## config.mk

```make
export PLATFORM = sky130hd
export DESIGN_NAME = tone_host_regs
export DESIGN_NICKNAME = d
export VERILOG_FILES = /design/src/rtl/tthi_pkg.sv /design/src/rtl/tthi_decode.sv /design/src/rtl/tthi_ctrl.sv /design/src/rtl/tthi_status.sv /design/src/rtl/tthi_irq.sv /design/src/rtl/tone_host_regs.sv
export SDC_FILE = /design/constraint.sdc
export NUM_CORES = 1
export LEC_CHECK = 0
export BUFFER_PORTS_ARGS = -buffer_cell sky130_fd_sc_hd__buf_4
export CAP_MARGIN = 20
export CORE_MARGIN = 2
export CORE_UTILIZATION = 47
export DETAILED_ROUTE_END_ITERATION = 12
export PLACE_DENSITY = 0.73
export SLEW_MARGIN = 40
export SYNTH_ARGS = -nofsm -noshare
export SYNTH_HDL_FRONTEND = slang
export SYNTH_SLANG_ARGS = --single-unit
```

## constraint.sdc

```tcl
create_clock -name clk -period 1.3 [get_ports clk]
set_input_delay 0.195 -clock clk [delete_from_list [all_inputs] [get_ports clk]]
set_output_delay 0.195 -clock clk [all_outputs]
set_load 0.05 [all_outputs]
```

## src/rtl/tthi_pkg.sv

```systemverilog
`timescale 1ns/1ps
package tthi_pkg;
   localparam int CTRL_W   = 4;
   // control A fields
   localparam int A_TONE   = 0;
   localparam int A_MODE   = 1;
   localparam int A_IEN    = 2;
   localparam int A_SEL    = 3;
   // control B fields
   localparam int B_BURST  = 0;
   // status fields
   localparam int ST_IRQ   = 0;
   localparam int ST_RXR   = 1;
   localparam int ST_TXR   = 2;
   localparam int ST_DSTR  = 3;

   typedef struct packed {
      logic tx_wr;
      logic rx_rd;
      logic ctl_wr;
      logic st_rd;
   } acc_t;
endpackage

```

## src/rtl/tthi_decode.sv

```systemverilog
`timescale 1ns/1ps
module tthi_decode
   import tthi_pkg::*;
(
   input  logic clk,
   input  logic rst,
   input  logic rs_sel,
   input  logic wr_n,
   input  logic rd_n,
   output acc_t acc
);
   logic wr_act;
   logic rd_act;

   always_comb begin
      wr_act     = !wr_n && rd_n;
      rd_act     = wr_n && !rd_n;
      acc.tx_wr  = wr_act && !rs_sel;
      acc.rx_rd  = rd_act && !rs_sel;
      acc.ctl_wr = wr_act && rs_sel;
      acc.st_rd  = rd_act && rs_sel;
   end


   acc_onehot_chk: assert property (@(posedge clk) disable iff (rst)
      $onehot0({acc.tx_wr, acc.rx_rd, acc.ctl_wr, acc.st_rd}));
endmodule

```

## src/rtl/tthi_ctrl.sv

```systemverilog
`timescale 1ns/1ps
module tthi_ctrl
   import tthi_pkg::*;
#(
   parameter int DW = 4
) (
   input  logic          clk,
   input  logic          rst,
   input  logic          ctl_wr,
   input  logic [DW-1:0] din,
   output logic [DW-1:0] cra_q,
   output logic [DW-1:0] crb_q
);
   logic ptr_b;

   always_ff @(posedge clk) begin
      if (rst) begin
         cra_q <= '0;
         crb_q <= '0;
         ptr_b <= 1'b0;
      end else if (ctl_wr) begin
         if (ptr_b) begin
            crb_q <= din;
            ptr_b <= 1'b0;
         end else begin
            cra_q <= din;
            ptr_b <= din[A_SEL];
         end
      end
   end


   ptr_return_chk: assert property (@(posedge clk) disable iff (rst)
      (ctl_wr && ptr_b) |=> (!ptr_b && $stable(cra_q)));

   b_hold_chk: assert property (@(posedge clk) disable iff (rst)
      (ctl_wr && !ptr_b) |=> $stable(crb_q));
endmodule

```

## src/rtl/tthi_status.sv

```systemverilog
`timescale 1ns/1ps
module tthi_status
   import tthi_pkg::*;
#(
   parameter int DW = 4
) (
   input  logic          clk,
   input  logic          rst,
   input  acc_t          acc,
   input  logic [DW-1:0] din,
   input  logic          cp_mode,
   input  logic          burst_en,
   input  logic          dig_vld,
   input  logic [DW-1:0] dig_code,
   input  logic          tx_req,
   output logic [3:0]    status,
   output logic [DW-1:0] rx_q,
   output logic [DW-1:0] tx_q,
   output logic          irq_flag
);
   logic rx_rdy, tx_rdy, dsteer;
   logic ev_dig, ev_txi;

   always_comb begin
      ev_dig = dig_vld && !cp_mode;
      ev_txi = tx_req && burst_en && !cp_mode;
   end

   always_ff @(posedge clk) begin
      if (rst) begin
         irq_flag <= 1'b0;
         rx_rdy   <= 1'b0;
         tx_rdy   <= 1'b0;
         dsteer   <= 1'b0;
         rx_q     <= '0;
         tx_q     <= '0;
      end else begin
         if (ev_dig || ev_txi)        irq_flag <= 1'b1;
         else if (acc.st_rd)          irq_flag <= 1'b0;
         if (ev_dig)                  rx_rdy <= 1'b1;
         else if (acc.rx_rd)          rx_rdy <= 1'b0;
         if (tx_req)                  tx_rdy <= 1'b1;
         else if (acc.st_rd || acc.tx_wr) tx_rdy <= 1'b0;
         if (ev_dig)                  dsteer <= 1'b1;
         else if (acc.st_rd)          dsteer <= 1'b0;
         if (ev_dig)                  rx_q <= dig_code;
         if (acc.tx_wr)               tx_q <= din;
      end
   end

   always_comb begin
      status          = '0;
      status[ST_IRQ]  = irq_flag;
      status[ST_RXR]  = rx_rdy;
      status[ST_TXR]  = tx_rdy;
      status[ST_DSTR] = dsteer;
   end


   stat_clear_chk: assert property (@(posedge clk) disable iff (rst)
      (acc.st_rd && !dig_vld && !tx_req) |=> (!irq_flag && !tx_rdy && !dsteer));

   dig_set_chk: assert property (@(posedge clk) disable iff (rst)
      (dig_vld && !cp_mode) |=> (rx_rdy && irq_flag && rx_q == $past(dig_code)));

   cp_ignore_chk: assert property (@(posedge clk) disable iff (rst)
      (dig_vld && cp_mode && !acc.rx_rd) |=> ($stable(rx_q) && $stable(rx_rdy)));

   tx_clear_chk: assert property (@(posedge clk) disable iff (rst)
      (acc.tx_wr && !tx_req) |=> !tx_rdy);
endmodule

```

## src/rtl/tthi_irq.sv

```systemverilog
`timescale 1ns/1ps
module tthi_irq #(
   parameter int SYNC_STAGES = 2
) (
   input  logic clk,
   input  logic rst,
   input  logic irq_en,
   input  logic cp_mode,
   input  logic irq_flag,
   input  logic cp_tone,
   output logic irq_cp_n
);
   logic cp_s;

   generate
      if (SYNC_STAGES == 0) begin : g_nosync
         assign cp_s = cp_tone;
      end else if (SYNC_STAGES == 1) begin : g_sync1
         logic sh;
         always_ff @(posedge clk) begin
            if (rst) sh <= 1'b0;
            else     sh <= cp_tone;
         end
         assign cp_s = sh;
      end else begin : g_syncn
         logic [SYNC_STAGES-1:0] sh;
         always_ff @(posedge clk) begin
            if (rst) sh <= '0;
            else     sh <= {sh[SYNC_STAGES-2:0], cp_tone};
         end
         assign cp_s = sh[SYNC_STAGES-1];
      end
   endgenerate

   always_comb begin
      if (!irq_en)      irq_cp_n = 1'b1;
      else if (cp_mode) irq_cp_n = cp_s;
      else              irq_cp_n = !irq_flag;
   end
endmodule

```

## src/rtl/tone_host_regs.sv

```systemverilog
`timescale 1ns/1ps
module tone_host_regs
   import tthi_pkg::*;
#(
   parameter int DW          = 4,
   parameter int SYNC_STAGES = 2
) (
   input  logic          clk,
   input  logic          rst,
   input  logic          rs_sel,
   input  logic          wr_n,
   input  logic          rd_n,
   input  logic [DW-1:0] din,
   output logic [DW-1:0] dout,
   input  logic          dig_vld,
   input  logic [DW-1:0] dig_code,
   input  logic          tx_req,
   input  logic          cp_tone,
   output logic [DW-1:0] tx_data,
   output logic          tone_en,
   output logic [DW-1:0] cfg_b,
   output logic          irq_cp_n
);
   generate
      if (DW != CTRL_W) begin : g_bad_dw
         $error("tone_host_regs: DW must equal the control register width");
      end
      if (SYNC_STAGES < 0 || SYNC_STAGES > 4) begin : g_bad_sync
         $error("tone_host_regs: SYNC_STAGES out of range 0..4");
      end
   endgenerate

   acc_t          acc;
   logic [DW-1:0] cra_q, crb_q;
   logic [3:0]    status;
   logic [DW-1:0] rx_q, tx_q;
   logic          irq_flag;

   tthi_decode u_dec (
      .clk(clk), .rst(rst), .rs_sel(rs_sel), .wr_n(wr_n), .rd_n(rd_n), .acc(acc)
   );

   tthi_ctrl #(.DW(DW)) u_ctrl (
      .clk(clk), .rst(rst), .ctl_wr(acc.ctl_wr), .din(din),
      .cra_q(cra_q), .crb_q(crb_q)
   );

   tthi_status #(.DW(DW)) u_stat (
      .clk(clk), .rst(rst), .acc(acc), .din(din),
      .cp_mode(cra_q[A_MODE]), .burst_en(crb_q[B_BURST]),
      .dig_vld(dig_vld), .dig_code(dig_code), .tx_req(tx_req),
      .status(status), .rx_q(rx_q), .tx_q(tx_q), .irq_flag(irq_flag)
   );

   tthi_irq #(.SYNC_STAGES(SYNC_STAGES)) u_irq (
      .clk(clk), .rst(rst), .irq_en(cra_q[A_IEN]), .cp_mode(cra_q[A_MODE]),
      .irq_flag(irq_flag), .cp_tone(cp_tone), .irq_cp_n(irq_cp_n)
   );

   always_comb begin
      if (acc.rx_rd)      dout = rx_q;
      else if (acc.st_rd) dout = status;
      else                dout = '0;
   end

   assign tx_data = tx_q;
   assign tone_en = cra_q[A_TONE];
   assign cfg_b   = crb_q;


   ien_off_chk: assert property (@(posedge clk) disable iff (rst)
      (!cra_q[A_IEN] && $stable(cra_q)) |-> irq_cp_n);

   reset_state_chk: assert property (@(posedge clk)
      $past(rst) |-> (cra_q == '0 && crb_q == '0 && irq_cp_n && status == '0));
endmodule

```

==> metrics.md <==
| Metric | Value |
|---|---|
| Via-per-instance ratio | 5.027 |
| ANT cells | 0 |
| Post-synthesis mux area share | 17.80% |
| XOR/XNOR Fraction of Synth Area | 0% |
| Postcts setup bufs | 0 |
| Post-Route WL | 1731 um |
| Worst Max-Slew Pin Slew | 0.3384 ns |
| Clock H-tree levels | 1 |
| Clk Latency, worst-skew pair | 0.30 ns |
| Global-route wire length before repair | 2849 um |
| Share of layout cells above drive strength 1 | 32.79% |
| Clock sink total | 22 |
| Antenna Violating Nets Remaining | 0 |
| Fmax | 0.7699 GHz |
| WL/cell | 11.78 um |
| Final hold vios | 0 |
| Final Critical Period | 1.299 ns |
| Fin cells | 147 |
| HPWL Detailed | 1274 um |
| Final net count | 139 |
| Status | completed |
| Switching Fraction | 24.94% |
| Final setup fails | 0 |
| Synth Area in Compound Gates | 6.815% |
| Synth Area in Simple Gates | 23.09% |
| Port bufs | 29 |
| Die ar. | 2280 sq um |
| Largest net degree at the start of global routing | 23 |
| Final core occ | 66.38% |
| Clock tree buffer depth | 2 |
| Core ar. | 1764 sq um |
| FP Rows | 15 |
| Adder-Cell Fraction of Synth Area | 0% |
| Placed cell count | 143 |
| CTS Root Cell | clkbuf_4 |
| #FFs+latches synth | 22 |
| Synth Cell Area | 899.6 sq um |
| Kind of critical path | reg2out |
| Synth warn | 0 |
| Worst-path clk slew | 0.12 ns |
| All-Layer GR Usage | 17.77% |
| Cells after Synth | 93 |
| R2R Path Start | u_ctrl.ptr_b |
| Hold crit path type | in2reg |
| Max VDD drop | 0.6647 mV |
| Global route total overflow | 0 |
| I/O Pins | 30 |
| Pint | 0.0009585 W |
| Post-synthesis sequential area ratio | 48.96% |
| Critical Path AT | 1.10 ns |
| Most frequent cells in the layout | 27 x buf_4, 18 x nor2_1, 18 x dfxtp_1, 16 x mux2i_1, 9 x nand2_1 |
| Critical path launch point type | flip-flop |
| Reg power frac | 56.4% |
| CTS tree | built |
| Net Switching | 0.0003184 W |
| DR vias | 739 |
| Slew margin rel. | 77.40% |
| RSZ-0062 raised after global routing | true |
| Synth-to-layout area growth | 30.18% |
| Die extent in x | 47.75 um |
| Most common cell after layout, fill and taps aside | buf_4 |
| Post-Syn Area per Cell | 9.673 sq um |
| Total CTS buffers | 3 |
| Clock share of power | 28.9% |
| Initial drt markers | 4 |
| Final Instance Area | 1171 sq um |
| Crit path from | u_stat.irq_flag |
| Global placer's final weighted congestion | 0.7328 |
| Die extent in y | 47.75 um |
| Starting density of the core | 50.99% |
| Hold_sp | cp_tone |
| Net Count, Synth | 109 |
| P per Cell Area | 1090 nW/um^2 |
| Data required, critical path | 1.11 ns |
| Distinct cell type count after synthesis | 19 |
| Number of global-route vias before repair | 680 |
| DR pass1 iterations | 4 |
| Largest family of logic cells by synthesized area | simple AND/OR/NAND/NOR gates |
| Slew Viols, Final | 0 |
| Drt drc | 0 |
| Leakage | 0.5462 nW |
| Max-cap violations | 0 |
| Setup crit end kind | output port |
| Initial antenna violation count | 0 |
| Max Fanout on Critical Path | 3 |
| Area after DPL | 1122 sq um |
| Fin crit share | 99.92% |
| Clock skew | 0.007377 ns |
| Comb pwr share | 14.7% |
flip-flops by register name, indices dropped and copies added (netlist names):
name,cells
u_stat.tx_rdy,1
u_stat.rx_q,4
u_stat.rx_rdy,1
u_ctrl.cra_q,3
u_ctrl.crb_q,4
u_stat.tx_q,4
u_stat.dsteer,1
u_stat.irq_flag,1
u_irq.g_syncn.sh,2
u_ctrl.ptr_b,1
power groups by stage:
stage / sequential, W / clock, W / combinational (W)
detailed placement: 0.000734 / 0 / 0.000187
floorplan: 0.000749 / 0 / 0.0000992
CTS: 0.000720 / 0.000378 / 0.000188
finish: 0.000720 / 0.000369 / 0.000188
global placement: 0.000733 / 0 / 0.000184
global route: 0.000724 / 0.000407 / 0.000205
cells in the mapped netlist:
cell | n | area [sq um]
o21ai_0 | 1 | 5.000
nand4b_2 | 1 | 15.01
inv_1 | 1 | 3.750
a21oi_1 | 8 | 40.04
nor2b_1 | 4 | 25.02
nor2_1 | 18 | 67.56
clkbuf_1 | 1 | 3.750
o211ai_1 | 1 | 7.510
nand3b_1 | 3 | 22.52
nand2_1 | 9 | 33.78
buf_1 | 1 | 3.750
buf_4 | 1 | 7.510
dfxtp_1 | 22 | 440.4
and4bb_2 | 1 | 12.51
buf_6 | 1 | 11.26
nor3b_4 | 1 | 18.77
nand2b_1 | 2 | 12.51
mux2i_1 | 16 | 160.2
a2bb2oi_1 | 1 | 8.760
layer usage:
layer / global-route usage (%) / up-vias / share of wire (%) / wire, um
met5: 0 / - / 0 / 0
met4: 9.730 / 0 / 2.1 / 36
met3: 2.264 / 4 / 4.0 / 69
met2: 28.53 / 18 / 48 / 823
met1: 23.08 / 345 / 46 / 803
li1: - / 372 / - / -
per-stage QoR:
step                setup TNS, ns   power, W  hold slack (ns)  worst slack (ns)
finish                          0   0.001277          0.09665          0.001085
global route             -0.05264   0.001336          0.09868          -0.05264
CTS                     -0.001262   0.001285          0.09459         -0.001262
detailed placement              0  0.0009211           0.4147            0.1912
global placement                0  0.0009172           0.4157            0.2154
floorplan                -0.01382  0.0008485           0.2666          -0.01382
final cells by class:
class | instances | area [sq um]
timing repair buffer | 29 | 225.2
inverter | 1 | 3.754
tap | 25 | 31.28
sequential | 22 | 445.4
fill | 167 | 593.1
clock buffer | 4 | 36.28
multi-input combinational | 66 | 429.2
final timing paths:
kind | cells past startpoint | slack (ns) | endpoint
min | 2 | 0.1 | u_irq.g_syncn.sh[0]
min reg2reg | 1 | 0.45 | u_irq.g_syncn.sh[1]
max reg2reg | 3 | 0.23 | u_ctrl.cra_q[0]
max | 2 | 0.001 | irq_cp_n
cells by family after synthesis:
logic type,after synthesis
mux,16
compound gates,11
simple gates,39
flops,22
buf+inv,5
repair_timing:
item	in CTS	in global routing
pin swaps	0	0
hold buffers	0	0
resized for setup	2	4
endpoints found under the setup margin	1	3
worst max-delay path: stages (launching register included):
cell	delay (ns)
dfxtp_2	0.35
o211ai_1	0.21
buf_4	0.24
Note: power is estimated with default switching activity, not from simulation.
